`src/rtl/vlsu_agen_pkg.sv`:
```
package vlsu_agen_pkg;

    typedef enum logic [1:0] {
        AM_UNIT = 2'd0,
        AM_ELEM = 2'd1,
        AM_BREV = 2'd2,
        AM_RSVD = 2'd3
    } am_mode_e;

    typedef enum logic [1:0] {
        ST_IDLE = 2'd0,
        ST_EMIT = 2'd1,
        ST_DONE = 2'd2
    } agu_state_e;

endpackage

```
`src/rtl/vlsu_agen_bitrev.sv`:
```
module vlsu_agen_bitrev #(
    parameter int REV_W = 6,
    parameter int LG_W  = 3
) (
    input  logic [REV_W-1:0] idx_i,
    input  logic [LG_W-1:0]  lg_i,
    output logic [REV_W-1:0] rev_o
);
    localparam logic [LG_W:0] FULL = (LG_W+1)'(REV_W);

    logic [REV_W-1:0] mirrored;
    logic [LG_W:0]    drop;

    // full-width mirror of the index, then keep only the low lg bits
    for (genvar k = 0; k < REV_W; k++) begin : g_mirror
        assign mirrored[k] = idx_i[REV_W-1-k];
    end

    assign drop  = FULL - {1'b0, lg_i};
    assign rev_o = mirrored >> drop;

endmodule

```
`src/rtl/vlsu_agen_addr.sv`:
```
module vlsu_agen_addr
    import vlsu_agen_pkg::*;
#(
    parameter int ADDR_W  = 64,
    parameter int IDX_W   = 7,
    parameter int REV_W   = 6,
    parameter int SIZE_W  = 4,
    parameter int SHIFT_W = 6
) (
    input  am_mode_e            mode_i,
    input  logic [ADDR_W-1:0]   base_i,
    input  logic [ADDR_W-1:0]   disp_i,
    input  logic [SIZE_W-1:0]   size_i,
    input  logic [SHIFT_W-1:0]  shift_i,
    input  logic [IDX_W-1:0]    idx_i,
    input  logic [REV_W-1:0]    rev_i,
    output logic [ADDR_W-1:0]   addr_o
);
    logic [ADDR_W-1:0] offset;

    always_comb begin
        unique case (mode_i)
            AM_ELEM: offset = disp_i * ADDR_W'(idx_i);
            AM_BREV: offset = (disp_i * ADDR_W'(rev_i)) << shift_i;
            default: offset = disp_i + ADDR_W'(size_i) * ADDR_W'(idx_i);
        endcase
        addr_o = base_i + offset;
    end

endmodule

```
`src/rtl/vlsu_agen.sv`:
```
module vlsu_agen
    import vlsu_agen_pkg::*;
#(
    parameter int ADDR_W  = 64,
    parameter int DISP_W  = 16,
    parameter int MAX_VL  = 64,
    parameter int SIZE_W  = 4,
    parameter int SHIFT_W = 6,
    localparam int IDX_W  = $clog2(MAX_VL + 1),
    localparam int REV_W  = $clog2(MAX_VL),
    localparam int LG_W   = $clog2(REV_W + 1)
) (
    input  logic               clk,
    input  logic               rst_n,
    input  logic               start_i,
    input  logic [IDX_W-1:0]   vl_i,
    input  logic [1:0]         mode_i,
    input  logic [ADDR_W-1:0]  base_i,
    input  logic               base_zero_i,
    input  logic [DISP_W-1:0]  disp_i,
    input  logic [SIZE_W-1:0]  size_i,
    input  logic [SHIFT_W-1:0] shift_i,
    input  logic               ready_i,
    output logic               valid_o,
    output logic               done_o,
    output logic [IDX_W-1:0]   idx_o,
    output logic [ADDR_W-1:0]  addr_o
);
    agu_state_e state_q, state_d;

    logic [IDX_W-1:0]   idx_q, last_q;
    am_mode_e           mode_q;
    logic [ADDR_W-1:0]  base_q, disp_q;
    logic [SIZE_W-1:0]  size_q;
    logic [SHIFT_W-1:0] shift_q;
    logic [LG_W-1:0]    lg_q;

    logic               take_start, take_elem, last_elem;
    am_mode_e           mode_eff;
    logic [LG_W-1:0]    lg_in;
    logic [REV_W-1:0]   rev_idx;

    assign take_start = (state_q == ST_IDLE) && start_i;
    assign take_elem  = (state_q == ST_EMIT) && ready_i;
    assign last_elem  = (idx_q == last_q);

    // element stride needs a non-zero step; reserved code acts as unit stride
    always_comb begin
        unique case (am_mode_e'(mode_i))
            AM_ELEM: mode_eff = (disp_i == '0) ? AM_UNIT : AM_ELEM;
            AM_BREV: mode_eff = AM_BREV;
            default: mode_eff = AM_UNIT;
        endcase
    end

    // log2 of a power-of-two length: position of its highest set bit
    always_comb begin
        lg_in = '0;
        for (int k = 0; k < IDX_W; k++) begin
            if (vl_i[k]) lg_in = LG_W'(k);
        end
    end

    // next-state logic
    always_comb begin
        state_d = state_q;
        unique case (state_q)
            ST_IDLE: if (start_i) state_d = (vl_i == '0) ? ST_DONE : ST_EMIT;
            ST_EMIT: if (ready_i && last_elem) state_d = ST_DONE;
            ST_DONE: state_d = ST_IDLE;
            default: state_d = ST_IDLE;
        endcase
    end

    // state register
    always_ff @(posedge clk or negedge rst_n) begin
        if (!rst_n) state_q <= ST_IDLE;
        else        state_q <= state_d;
    end

    // captured settings and element counter
    always_ff @(posedge clk or negedge rst_n) begin
        if (!rst_n) begin
            idx_q   <= '0;
            last_q  <= '0;
            mode_q  <= AM_UNIT;
            base_q  <= '0;
            disp_q  <= '0;
            size_q  <= '0;
            shift_q <= '0;
            lg_q    <= '0;
        end else if (take_start) begin
            idx_q   <= '0;
            last_q  <= vl_i - 1'b1;
            mode_q  <= mode_eff;
            base_q  <= base_zero_i ? '0 : base_i;
            disp_q  <= {{(ADDR_W-DISP_W){disp_i[DISP_W-1]}}, disp_i};
            size_q  <= size_i;
            shift_q <= shift_i;
            lg_q    <= lg_in;
        end else if (take_elem && !last_elem) begin
            idx_q   <= idx_q + 1'b1;
        end
    end

    vlsu_agen_bitrev #(
        .REV_W (REV_W),
        .LG_W  (LG_W)
    ) u_bitrev (
        .idx_i (idx_q[REV_W-1:0]),
        .lg_i  (lg_q),
        .rev_o (rev_idx)
    );

    vlsu_agen_addr #(
        .ADDR_W  (ADDR_W),
        .IDX_W   (IDX_W),
        .REV_W   (REV_W),
        .SIZE_W  (SIZE_W),
        .SHIFT_W (SHIFT_W)
    ) u_addr (
        .mode_i  (mode_q),
        .base_i  (base_q),
        .disp_i  (disp_q),
        .size_i  (size_q),
        .shift_i (shift_q),
        .idx_i   (idx_q),
        .rev_i   (rev_idx),
        .addr_o  (addr_o)
    );

    // outputs
    always_comb begin
        valid_o = (state_q == ST_EMIT);
        done_o  = (state_q == ST_DONE);
        idx_o   = idx_q;
    end

endmodule

```
`config.mk`:
```
export PLATFORM = sky130hd
export DESIGN_NAME = vlsu_agen
export DESIGN_NICKNAME = d
export VERILOG_FILES = /design/src/rtl/vlsu_agen_pkg.sv /design/src/rtl/vlsu_agen_bitrev.sv /design/src/rtl/vlsu_agen_addr.sv /design/src/rtl/vlsu_agen.sv
export SDC_FILE = /design/constraint.sdc
export NUM_CORES = 1
export LEC_CHECK = 0
export CELL_PAD_IN_SITES_DETAIL_PLACEMENT = 1
export CELL_PAD_IN_SITES_GLOBAL_PLACEMENT = 1
export CORE_ASPECT_RATIO = 1.2
export CORE_MARGIN = 5
export CORE_UTILIZATION = 26
export DETAILED_ROUTE_END_ITERATION = 12
export PLACE_DENSITY_LB_ADDON = 0.3
export SLEW_MARGIN = 20
export SYNTH_ARGS = -nofsm -noshare
export SYNTH_HDL_FRONTEND = slang
export SYNTH_SLANG_ARGS = --single-unit
```
`constraint.sdc`:
```
create_clock -name clk -period 23.2 [get_ports clk]
set_clock_uncertainty 0.2 [all_clocks]
set_input_delay 6.96 -clock clk [delete_from_list [all_inputs] [get_ports clk]]
set_output_delay 6.96 -clock clk [all_outputs]
set_load 0.01 [all_outputs]
```
==> summary.md <==
| Metric | Value |
|---|---|
| Area of the multi-input gates | 0.01627 mm2 |
| Synth Area in Simple Gates | 23.58% |
| First-pass GRT wire length | 123200 um |
| Worst Hold Class | reg -> reg |
| Synth cell types | 99 |
| Die Y | 319.0 um |
| Clock Tree Root | clkbuf_16 |
| Number of synthesized flops with an enable pin | 0 |
| Share of cells above drive strength 1 | 4.073% |
| Die width | 267.5 um |
| Post_cts resized | 0 |
| H-tree levels | 3 |
| Final Hold Fails | 0 |
| Vias in the first global route | 20910 |
| Yosys warnings | 0 |
| Async set-reset flop share out of synthesis | 100.0% |
| Final hold slack | 0.2801 ns |
| Cell Area, Synth | 0.02069 mm2 |
| CP max stage cell | nor2_1 |
| Initial antenna violation count | 0 |
| Run status | completed |
| DR vias/cell | 5.102 |
| Number of synthesized register bits | 111 |
| Worst setup EP type | output port |
| Total congestion overflow | 0 |
| Dpl hpwl | 63570 um |
| Pins Over Slew Limit | 0 |
| Clk_lat worst skew | 0.41 ns |
| Final setup viols | 0 |
| Vias | 19190 |
| Port bufs | 176 |
| Initial DRC count | 941 |
| Die area | 0.08535 mm2 |
| CTS tree | done |
| DR WL/cell | 21.03 um |
| Mean Syn Cell Area | 7.805 um2 |
| MaxCap Viol Count | 0 |
| Worst-Margin Slew | 1.108 ns |
| Placer Congestion | 0.9189 |
| Complex-gate fraction of the synthesized area | 18.91% |
| CTS Buf Count | 9 |
| CP max stage delay | 0.80 ns |
| Clk slew on worst S/H paths | 0.08 ns |
| Rel. slew slack | 26.10% |
| Filler cell count | 9497 |
| # DRC | 0 |
| Register area share after synthesis | 13.42% |
| Synthesized instance count | 2651 |
| Storage element area | 0.002778 mm2 |
| Starting Density | 26.18% |
| Final #Nets | 3178 |
| Largest family of logic cells by synthesized area | adder cells |
| Min Tclk post-route | 19.29 ns |
| CTS max path bufs | 2 |
| Fmax | 51.84 MHz |
| Site Rows | 113 |
| Clk sinks | 111 |
| Syn Nets | 3109 |
| RSZ-0062 raised after global routing | false |
| Adder-cell share of the synthesized area | 27.39% |
| Fin crit share | 83.15% |
| GRT Total Usage | 18.13% |
| Setup tns final | 0 ns |
| Setup CP Type | reg -> out |
| Total Routed Length | 79100 um |
| Post-DRT Antenna Nets | 0 |
| Layout area overhead | 14.49% |
| Worst Path Required | 16.04 ns |
| First-pass DRT Iterations | 5 |
| # Post-CTS Setup Buffers | 0 |
| Multiplexer area fraction after synthesis | 2.497% |
| Dominant synthesized flop cell | dfrtp_1 |
| CP arrival | 12.13 ns |
| Worst setup SP type | register |
| Largest net degree at the start of global routing | 98 |
| Hold_buf cts | 0 |
| Number of I/O pins | 177 |
| Post-synthesis xor/xnor area fraction | 6.156% |
| Core area | 0.07903 mm2 |
| Largest fanout on the critical path | 15 |
## cell usage after synthesis, types with 10 or more instances
cell | n | share of area (%)
a211oi_1 | 17 | 0.62
a21o_1 | 49 | 1.8
a21oi_1 | 197 | 4.8
a221oi_1 | 12 | 0.51
a31oi_1 | 15 | 0.45
and2_1 | 187 | 5.7
and3_1 | 15 | 0.45
buf_2 | 11 | 0.27
clkbuf_1 | 119 | 2.2
dfrtp_1 | 111 | 13
fa_1 | 165 | 16
ha_1 | 189 | 11
inv_1 | 274 | 5.0
mux2i_1 | 13 | 0.63
mux4_2 | 12 | 1.3
nand2_1 | 396 | 7.2
nand2b_1 | 21 | 0.63
nand3_1 | 33 | 0.80
nand3b_1 | 69 | 2.5
nand4_1 | 20 | 0.60
nor2_1 | 129 | 2.3
nor2b_1 | 23 | 0.70
nor3_1 | 35 | 0.85
nor4_1 | 10 | 0.30
o211ai_1 | 22 | 0.80
o21a_1 | 21 | 0.76
o21ai_0 | 108 | 2.6
o21bai_1 | 25 | 0.91
o31ai_1 | 12 | 0.44
or3_1 | 11 | 0.33
xnor2_1 | 85 | 3.6
xor2_1 | 56 | 2.4
## flip-flops by register name, indices dropped and copies added, names as in the netlist
| register | flops |
|---|---|
| base_q | 64 |
| disp_q | 16 |
| idx_o | 7 |
| last_q | 7 |
| lg_q | 3 |
| mode_q | 2 |
| shift_q | 6 |
| size_q | 4 |
| state_q | 2 |
## metrics by stage
stage	area [um2]	setup slack, ns	std cells	utilization (%)
finish	23690	3.909	3761	29.98
floorplan	20690	7.105	2651	-
detailed placement	23370	4.129	3744	29.57
CTS	23690	3.665	3760	29.97
global placement	23360	4.356	3744	29.56
global route	23690	3.020	3760	29.97
## worst paths after layout
| kind | from | end | slack [ns] | depth (start not counted) |
|---|---|---|---|---|
| worst max-delay path | lg_q[0] | addr_o[62] | 3.91 | 37 |
| worst min register to register | state_q[1] | state_q[1] | 0.28 | 1 |
| min in group asynchronous | rst_n | base_q[30] | 6.40 | 1 |
| worst max register to register | idx_o[6] | idx_o[6] | 20.34 | 8 |
| worst min-delay path | state_q[1] | state_q[1] | 0.28 | 1 |
| max in group asynchronous | rst_n | lg_q[0] | 15.00 | 2 |
## routing by layer
metal  vias up  part of all wire (%)  global-route usage (%)
met5         -                     0                       0
met4         0                   3.4                   5.980
met3       102                   3.1                   1.712
met2       361                    51                   32.96
met1      9618                    42                   22.44
li1       9108                     -                       -
## cell families after synthesis
kind of cell,after synthesis
and+or+nand+nor,980
AOI/OAI and AO/OA,603
buffers and inverters,426
adders and majority gates,354
xor gates and xnor gates,143
DFF,111
muxes,34
## layout make-up
class                      instances  share of cell area [%]
timing repair buffer             207                   8.387
clock buffer                      11                   1.067
sequential                       111                   11.72
inverter                         277                   4.389
multi-input combinational       2114                   68.69
tap                             1035                   5.466
clock inverter                     5                  0.2693
antenna                            1                 0.01056
## cells in the final DEF (no fill, tap or decap), types with 8 or more instances in the layout
master | netlist | layout
and2_1 | 187 | 186
nand2_1 | 396 | 395
nand2b_1 | 21 | 21
a21oi_1 | 197 | 196
o31ai_1 | 12 | 12
a31o_2 | 8 | 8
xor2_1 | 56 | 56
nor3_1 | 35 | 35
or3_1 | 11 | 11
a221oi_1 | 12 | 12
mux2_2 | 8 | 8
o21bai_1 | 25 | 25
xnor2_1 | 85 | 85
nand4_1 | 20 | 20
inv_1 | 274 | 274
nor2b_1 | 23 | 23
clkbuf_16 | 0 | 9
nor2_1 | 129 | 129
clkdlybuf4s50_1 | 0 | 174
a211oi_1 | 17 | 17
nor4_1 | 10 | 10
o22ai_1 | 8 | 8
and3_1 | 15 | 15
mux2i_1 | 13 | 13
o21a_1 | 21 | 21
o211ai_1 | 22 | 22
mux4_2 | 12 | 12
buf_4 | 8 | 32
a211o_1 | 8 | 8
a21o_1 | 49 | 49
o21ai_1 | 8 | 9
o21ai_0 | 108 | 107
dfrtp_1 | 111 | 111
a31oi_1 | 15 | 15
fa_1 | 165 | 165
nand3_1 | 33 | 33
nand3b_1 | 69 | 69
ha_1 | 189 | 189
## critical path: cells and delay by family (launching register included)
family	cells	cell delay [ns]
AO/OA/AOI/OAI	19	5.34
adder cells (fa/ha/maj)	7	3.29
AND/OR/NAND/NOR	5	1.38
buffers and inverters	3	0.66
flip-flops	1	0.52
XOR/XNOR	2	0.37
multiplexers	1	0.14
Power is not shown: default switching activity piles up to over one toggle a cycle in this logic, so the estimate is an artifact.
